**config.mk**
```make
export PLATFORM = sky130hd
export DESIGN_NAME = cfg_access_bridge
export DESIGN_NICKNAME = d
export VERILOG_FILES = /design/src/rtl/cfg_bridge_pkg.sv /design/src/rtl/cfg_addr_reg.sv /design/src/rtl/cfg_geo_decode.sv /design/src/rtl/cfg_cycle_fsm.sv /design/src/rtl/cfg_access_bridge.sv
export SDC_FILE = /design/constraint.sdc
export NUM_CORES = 1
export LEC_CHECK = 0
export ABC_AREA = 1
export ABC_CLOCK_PERIOD_IN_PS = 2200
export CAP_MARGIN = 30
export CELL_PAD_IN_SITES_DETAIL_PLACEMENT = 0
export CELL_PAD_IN_SITES_GLOBAL_PLACEMENT = 1
export CORE_MARGIN = 2
export CORE_UTILIZATION = 32
export CTS_CLUSTER_DIAMETER = 30
export CTS_CLUSTER_SIZE = 28
export DETAILED_ROUTE_END_ITERATION = 10
export PLACE_DENSITY = 0.82
export SETUP_SLACK_MARGIN = 0.4
export SYNTH_ARGS = -nofsm -noshare
export SYNTH_HDL_FRONTEND = slang
export SYNTH_SLANG_ARGS = --single-unit
```
**constraint.sdc**
```tcl
create_clock -name clk -period 2.2 [get_ports clk]
set_input_delay 0.33 -clock clk [delete_from_list [all_inputs] [get_ports clk]]
set_output_delay 0.33 -clock clk [all_outputs]
set_load 0.02 [all_outputs]
```
**src/rtl/cfg_bridge_pkg.sv**
```systemverilog
package cfg_bridge_pkg;

    typedef enum logic [1:0] {
        ST_IDLE,
        ST_SETTLE,
        ST_CLAIM,
        ST_REPLY
    } cyc_state_t;

    typedef struct packed {
        logic       en;
        logic [7:0] bus;
        logic [4:0] dev;
        logic [2:0] func;
        logic [5:0] regi;
    } cfg_fields_t;

    localparam logic [31:0] ADDR_KEEP_MASK = 32'h80FF_FFFC;
    localparam logic [31:0] ALL_ONES       = 32'hFFFF_FFFF;

endpackage

```
**src/rtl/cfg_addr_reg.sv**
```systemverilog
module cfg_addr_reg
    import cfg_bridge_pkg::*;
#(
    parameter int DATA_W = 32
) (
    input  logic              clk,
    input  logic              rst_n,
    input  logic              we,
    input  logic [DATA_W-1:0] wdata,
    output logic [DATA_W-1:0] q,
    output cfg_fields_t       fields
);

    always_ff @(posedge clk) begin
        if (!rst_n) begin
            q <= '0;
        end else if (we) begin
            q <= wdata & ADDR_KEEP_MASK;
        end
    end

    always_comb begin
        fields.en   = q[31];
        fields.bus  = q[23:16];
        fields.dev  = q[15:11];
        fields.func = q[10:8];
        fields.regi = q[7:2];
    end

    logic unused_bits;
    assign unused_bits = ^{q[30:24], q[1:0]};

endmodule

```
**src/rtl/cfg_geo_decode.sv**
```systemverilog
module cfg_geo_decode
    import cfg_bridge_pkg::*;
#(
    parameter int DATA_W   = 32,
    parameter int SEL_BASE = 11
) (
    input  cfg_fields_t       fields,
    output logic [DATA_W-1:0] cyc_addr,
    output logic              cyc_type1,
    output logic              launch_ok
);

    localparam int MAX_DEV = DATA_W - 1 - SEL_BASE;
    localparam int SEL_W   = MAX_DEV + 1;
    localparam int PAD_W   = DATA_W - 24;

    logic [SEL_W-1:0] sel_vec;
    logic             dev_in_range;
    logic             bus_zero;

    for (genvar d = 0; d < SEL_W; d++) begin : g_sel
        assign sel_vec[d] = (fields.dev == 5'(d));
    end

    assign dev_in_range = (int'(fields.dev) <= MAX_DEV);
    assign bus_zero     = (fields.bus == 8'h00);

    always_comb begin
        if (bus_zero) begin
            cyc_addr  = {sel_vec, fields.func, fields.regi, 2'b00};
            cyc_type1 = 1'b0;
            launch_ok = fields.en && dev_in_range;
        end else begin
            cyc_addr  = {{PAD_W{1'b0}}, fields.bus, fields.dev,
                         fields.func, fields.regi, 2'b00};
            cyc_type1 = 1'b1;
            launch_ok = fields.en;
        end
    end

endmodule

```
**src/rtl/cfg_cycle_fsm.sv**
```systemverilog
module cfg_cycle_fsm
    import cfg_bridge_pkg::*;
#(
    parameter int DATA_W     = 32,
    parameter int SETTLE_CYC = 4,
    parameter int CLAIM_WAIT = 8
) (
    input  logic              clk,
    input  logic              rst_n,
    input  logic              host_req,
    input  logic              host_wr,
    input  logic              hit_addr,
    input  logic              hit_data,
    input  logic [DATA_W-1:0] host_wdata,
    input  logic [DATA_W-1:0] areg_q,
    input  logic [DATA_W-1:0] cyc_addr,
    input  logic              cyc_type1,
    input  logic              launch_ok,
    input  logic              tgt_claim,
    input  logic [DATA_W-1:0] tgt_rdata,
    output logic              areg_we,
    output logic              host_ack,
    output logic [DATA_W-1:0] host_rdata,
    output logic              tgt_sel,
    output logic              tgt_dphase,
    output logic              tgt_type1,
    output logic              tgt_wr,
    output logic [DATA_W-1:0] tgt_addr,
    output logic [DATA_W-1:0] tgt_wdata
);

    localparam int CNT_MAX = (SETTLE_CYC > CLAIM_WAIT) ? SETTLE_CYC : CLAIM_WAIT;
    localparam int CNT_W   = $clog2(CNT_MAX + 1);
    localparam logic [CNT_W-1:0] SETTLE_LAST = CNT_W'(SETTLE_CYC - 1);
    localparam logic [CNT_W-1:0] WAIT_LAST   = CNT_W'(CLAIM_WAIT - 1);

    cyc_state_t        state_q, state_d;
    logic [CNT_W-1:0]  cnt_q;
    logic [DATA_W-1:0] addr_q, wdata_q, rdata_q;
    logic              type1_q, wr_q;
    logic              req_any, req_launch, claim_end, wait_end;

    assign req_any    = host_req && (hit_addr || hit_data);
    assign req_launch = host_req && hit_data && launch_ok;
    assign wait_end   = (cnt_q == WAIT_LAST);
    assign claim_end  = tgt_claim || wait_end;

    // state register
    always_ff @(posedge clk) begin
        if (!rst_n) begin
            state_q <= ST_IDLE;
        end else begin
            state_q <= state_d;
        end
    end

    // next state
    always_comb begin
        state_d = state_q;
        unique case (state_q)
            ST_IDLE: begin
                if (req_launch) begin
                    state_d = ST_SETTLE;
                end else if (req_any) begin
                    state_d = ST_REPLY;
                end
            end
            ST_SETTLE: begin
                if (cnt_q == SETTLE_LAST) begin
                    state_d = ST_CLAIM;
                end
            end
            ST_CLAIM: begin
                if (claim_end) begin
                    state_d = ST_REPLY;
                end
            end
            ST_REPLY: state_d = ST_IDLE;
            default:  state_d = ST_IDLE;
        endcase
    end

    // outputs
    always_comb begin
        host_ack   = (state_q == ST_REPLY);
        tgt_sel    = (state_q == ST_SETTLE) || (state_q == ST_CLAIM);
        tgt_dphase = (state_q == ST_CLAIM);
        areg_we    = (state_q == ST_IDLE) && host_req && hit_addr && host_wr;
        host_rdata = rdata_q;
        tgt_addr   = tgt_sel ? addr_q  : '0;
        tgt_wdata  = tgt_sel ? wdata_q : '0;
        tgt_type1  = tgt_sel && type1_q;
        tgt_wr     = tgt_sel && wr_q;
    end

    // counter and cycle datapath
    always_ff @(posedge clk) begin
        if (!rst_n) begin
            cnt_q   <= '0;
            addr_q  <= '0;
            wdata_q <= '0;
            rdata_q <= '0;
            type1_q <= 1'b0;
            wr_q    <= 1'b0;
        end else begin
            unique case (state_q)
                ST_IDLE: begin
                    cnt_q <= '0;
                    if (req_launch) begin
                        addr_q  <= cyc_addr;
                        type1_q <= cyc_type1;
                        wr_q    <= host_wr;
                        wdata_q <= host_wdata;
                    end else if (host_req && hit_addr) begin
                        rdata_q <= areg_q;
                    end else if (host_req && hit_data) begin
                        rdata_q <= ALL_ONES;
                    end
                end
                ST_SETTLE: begin
                    cnt_q <= (cnt_q == SETTLE_LAST) ? '0 : cnt_q + 1'b1;
                end
                ST_CLAIM: begin
                    cnt_q <= cnt_q + 1'b1;
                    if (tgt_claim) begin
                        rdata_q <= tgt_rdata;
                    end else if (wait_end) begin
                        rdata_q <= ALL_ONES;
                    end
                end
                ST_REPLY: cnt_q <= '0;
                default:  cnt_q <= '0;
            endcase
        end
    end

endmodule

```
**src/rtl/cfg_access_bridge.sv**
```systemverilog
module cfg_access_bridge
    import cfg_bridge_pkg::*;
#(
    parameter int          DATA_W     = 32,
    parameter int          PORT_W     = 16,
    parameter logic [15:0] ADDR_PORT  = 16'h0CF8,
    parameter logic [15:0] DATA_PORT  = 16'h0CFC,
    parameter int          SEL_BASE   = 11,
    parameter int          SETTLE_CYC = 4,
    parameter int          CLAIM_WAIT = 8
) (
    input  logic              clk,
    input  logic              rst_n,
    input  logic              host_req,
    input  logic              host_wr,
    input  logic [PORT_W-1:0] host_port,
    input  logic [DATA_W-1:0] host_wdata,
    output logic              host_ack,
    output logic [DATA_W-1:0] host_rdata,
    output logic              tgt_sel,
    output logic              tgt_dphase,
    output logic              tgt_type1,
    output logic              tgt_wr,
    output logic [DATA_W-1:0] tgt_addr,
    output logic [DATA_W-1:0] tgt_wdata,
    input  logic              tgt_claim,
    input  logic [DATA_W-1:0] tgt_rdata
);

    logic              hit_addr, hit_data, areg_we, cyc_type1, launch_ok;
    logic [DATA_W-1:0] areg_q, cyc_addr;
    cfg_fields_t       fields;

    assign hit_addr = (host_port == PORT_W'(ADDR_PORT));
    assign hit_data = (host_port == PORT_W'(DATA_PORT));

    cfg_addr_reg #(.DATA_W(DATA_W)) u_areg (
        .clk    (clk),
        .rst_n  (rst_n),
        .we     (areg_we),
        .wdata  (host_wdata),
        .q      (areg_q),
        .fields (fields)
    );

    cfg_geo_decode #(.DATA_W(DATA_W), .SEL_BASE(SEL_BASE)) u_dec (
        .fields    (fields),
        .cyc_addr  (cyc_addr),
        .cyc_type1 (cyc_type1),
        .launch_ok (launch_ok)
    );

    cfg_cycle_fsm #(
        .DATA_W     (DATA_W),
        .SETTLE_CYC (SETTLE_CYC),
        .CLAIM_WAIT (CLAIM_WAIT)
    ) u_fsm (
        .clk        (clk),
        .rst_n      (rst_n),
        .host_req   (host_req),
        .host_wr    (host_wr),
        .hit_addr   (hit_addr),
        .hit_data   (hit_data),
        .host_wdata (host_wdata),
        .areg_q     (areg_q),
        .cyc_addr   (cyc_addr),
        .cyc_type1  (cyc_type1),
        .launch_ok  (launch_ok),
        .tgt_claim  (tgt_claim),
        .tgt_rdata  (tgt_rdata),
        .areg_we    (areg_we),
        .host_ack   (host_ack),
        .host_rdata (host_rdata),
        .tgt_sel    (tgt_sel),
        .tgt_dphase (tgt_dphase),
        .tgt_type1  (tgt_type1),
        .tgt_wr     (tgt_wr),
        .tgt_addr   (tgt_addr),
        .tgt_wdata  (tgt_wdata)
    );

endmodule

```
==> results.txt, run 1 <==
----------------------------------------------------
[Synthesis]
  Async SR Flop Fraction ... 0%
  Yosys reg bits ... 125
  Number of synthesized flops with an enable pin ... 0
  Synthesis Warnings ... 0
  Post-Syn Area per Cell ... 6.29 um^2
  Flip-flop cell with the highest count after synthesis ... sky130_fd_sc_hd__dfxtp_1
  Netlist Area Pre-Place ... 6130 um^2
  Share of Yosys cell area claimed by the top area cell type ... 40.8%
  Most frequent cells after synthesis ... 247 x sky130_fd_sc_hd__nand2_1, 237 x sky130_fd_sc_hd__nor2_1, 134 x sky130_fd_sc_hd__inv_1
  Sequential-to-total area share from yosys stat ... 40.8%
  Dominant cells by area after synthesis ... sky130_fd_sc_hd__dfxtp_1 41%, sky130_fd_sc_hd__nand2_1 15%, sky130_fd_sc_hd__nor2_1 15%
  Post-synthesis instance total ... 976
  Number of unique standard cell types used by synthesis ... 30
  Cell taking the most area after synthesis ... sky130_fd_sc_hd__dfxtp_1
  Count leader, synth ... sky130_fd_sc_hd__nand2_1

[Global routing]
  Remaining global-route overflow ... 0
  Wire length of the first global-routing pass ... 30200 um
  Antenna violations before repair ... 0
  All-Layer GR Usage ... 19.2%
  Maximum number of pins on one net before global-route repair ... 55
  Number of global-route vias before repair ... 5741

[Drt]
  Via density ... 4.56
  Number of optimization iterations in the first detailed-route pass ... 5
  Count of antenna-violating nets left after detailed routing ... 0
  Wirelength per Cell ... 14.6 um
  Routed vias ... 6495
  Drc violations ... 0
  Count of routing violations after the opening detailed-route iteration ... 339
  Routed Wire Length ... 20800 um

[Setup path]
  Startpoint-to-endpoint class of the critical path ... register to output port
  Endpoint type of the worst setup path ... output port
  Required time at the worst-slack endpoint ... 1870 ps
  Largest fanout on the critical path ... 6
  Worst EP arrival ... 1690 ps
  Setup slack on the worst flop-to-flop path ... 500 ps
  Nature of the critical path startpoint ... register

[Power and ir drop]
  PwrDens ... 1010 nW/um^2
  Worst supply voltage drop on vdd ... 0.000543 V
  Total design power ... 9.85 mW
  Static leakage ... 5.06 nW

[STA]
  Max-slew violations ... 0
  Fin Setup TNS ... 0 ps
  Skew final ... 10.2 ps
  RSZ-0062 raised after global routing ... yes
  Achievable frequency ... 495 MHz
  Number of setup violations in the final report ... 0
  Minimum clock period after layout ... 2020 ps
  Period utilisation layout ... 91.9%
  Setup slack after layout ... 179 ps
  Final Hold Violating Endpoints ... 0

[Layout]
  Filler instances ... 1842
  Final net count ... 1268
  Share of post-route cells with drive strength above 1 ... 22.5%
  Diode insertion count for antenna repair ... 0
  Area growth from synthesis to final layout ... 59.5%

[Placed design]
  Dpl hpwl ... 13300 um
  Setup WS pre-CTS ... 63.9 ps
  Count of port buffers added during placement ... 183
  Routability congestion estimate ... 0.857

[Clock network]
  Clock latency on the worst-skew pair ... 420 ps
  Clock tree from TritonCTS ... yes
  CTS sink cnt ... 125
  Maximum buffer depth of the clock tree ... 2
  Clock input transition at the sequential cells of the worst setup and hold paths ... 60 ps
  H-tree level count ... 4
  Root Buffer ... sky130_fd_sc_hd__clkbuf_16
  Clock buffers created by TritonCTS ... 17

[Min path]
  Kind of path behind the tightest hold check ... primary input to register

[Die]
  Number of cell rows ... 50
  Top-level port count ... 186
  Initial cell density of the core ... 32.7%
  Die outline width ... 142 um
  Vertical die dimension ... 142 um
  Die area ... 20300 um^2
  Core Region ... 18800 um^2

[Status]
  Run status ... complete, no violations

[Run]
  Max-capacitance violation count ... 0

----------------------------------------------------
[repair_timing]
action | in CTS | in global routing
setup buffers | 9 | 10
hold buffers | 0 | 0
cloned | 6 | 10
endpoints found under the setup margin | 129 | 131
pin swaps | 14 | 17
resized for setup | 450 | 58
[logic make-up after synthesis]
logic type / Yosys count / share of synthesized area, %
AOI/OAI and AO/OA: 126 / 10.9
xor gates and xnor gates: 2 / 0.286
adders and majority gates: 6 / 1.22
buffers and inverters: 198 / 13.6
DFF: 125 / 40.8
other: 1 / 0.0611
and+or+nand+nor: 518 / 33.2
[through the flow]
| stage | cells | util (%) | area, um^2 | hold slack, ps |
|---|---|---|---|---|
| after global routing | 1424 | 52.1 | 9780 | 393 |
| after detailed placement | 1357 | 43.9 | 8240 | 445 |
| after global placement | 1357 | 43.9 | 8240 | 434 |
| after floorplan | 977 | - | 6150 | 418 |
| after CTS | 1404 | 49.7 | 9330 | 370 |
| final | 1424 | 52.1 | 9780 | 375 |
[placed cells by master (no fill, tap or decap), drive strengths merged]
master | netlist | layout
nand2 | 251 | 251
nor2 | 241 | 241
inv | 140 | 142
dfxtp | 125 | 125
clkdlybuf4s50 | 0 | 115
buf | 27 | 113
o21ai | 75 | 75
clkbuf | 30 | 26
a21oi | 23 | 23
o22ai | 23 | 23
nand3 | 14 | 16
nor3 | 8 | 8
ha | 6 | 6
bufinv | 0 | 5
clkinvlp | 0 | 4
a31oi | 4 | 4
clkinv | 1 | 3
conb | 1 | 2
nand4 | 1 | 1
nand3b | 1 | 1
xnor2 | 1 | 1
o211ai | 1 | 1
nor4 | 1 | 1
xor2 | 1 | 1
or2 | 1 | 1
clkdlybuf4s15 | 0 | 1
[layout make-up]
| class | count | area, um^2 | share of cell area [%] |
|---|---|---|---|
| clock buffers | 19 | 453 | 4.63 |
| clock inverters | 13 | 211 | 2.16 |
| inverters | 141 | 532 | 5.44 |
| multi-input cells | 656 | 3120 | 31.9 |
| flip-flops and latches | 125 | 2520 | 25.7 |
| well taps | 234 | 293 | 2.99 |
| repair buffers | 236 | 2660 | 27.2 |
[routing by layer]
metal	routed length (um)	part of all wire [%]	up-vias	global-route usage (%)
met3	1170	5.6	27	4.31
met1	9130	44	2919	24.5
met2	10100	49	188	32.0
met5	0	0	-	0
li1	-	-	3361	-
met4	369	1.8	0	6.62
[worst max-delay path, cell delays in order (launching register included)]
cell	delay, ps
sky130_fd_sc_hd__dfxtp_2	330
sky130_fd_sc_hd__inv_2	50
sky130_fd_sc_hd__ha_4	260
sky130_fd_sc_hd__buf_12	140
sky130_fd_sc_hd__buf_12	130
sky130_fd_sc_hd__buf_16	140
sky130_fd_sc_hd__nand2_2	70
sky130_fd_sc_hd__inv_2	30
sky130_fd_sc_hd__buf_6	120
[power by group]
group	switching [mW]	leakage (nW)	internal, mW	total [mW]
Sequential	0.113	1.02	2.48	2.59
Combinational	2.04	3.73	2.06	4.10
Clock	1.08	0.312	2.08	3.16
[worst paths after layout]
check	from	end	depth (start not counted)
setup / recovery	u_fsm.state_q[0]$_SDFFE_PN0P_	tgt_wdata[26]	8
hold / removal	rst_n	u_areg.q[10]$_SDFFE_PN0P_	3
setup reg to reg	u_fsm.state_q[0]$_SDFFE_PN0P_	u_fsm.host_rdata[6]$_SDFFE_PN0P_	11
hold reg to reg	u_fsm.cnt_q[0]$_SDFF_PN0_	u_fsm.cnt_q[0]$_SDFF_PN0_	1
[state kept, by name, indices dropped and copies added, names as in the netlist]
register          cells
u_areg.q             23
u_fsm.addr_q         30
u_fsm.cnt_q           4
u_fsm.host_rdata     32
u_fsm.state_q         2
u_fsm.type1_q         1
u_fsm.wdata_q        32
u_fsm.wr_q            1
No activity file was read; power rests on OpenSTA's default activity.
==> inputs of run 2 (changes only) <==
Settings changed: CTS_CLUSTER_DIAMETER 30 to default.
==> results of run 2 <==
No change in the layout: final DEF, timing and power equal those of run 1.
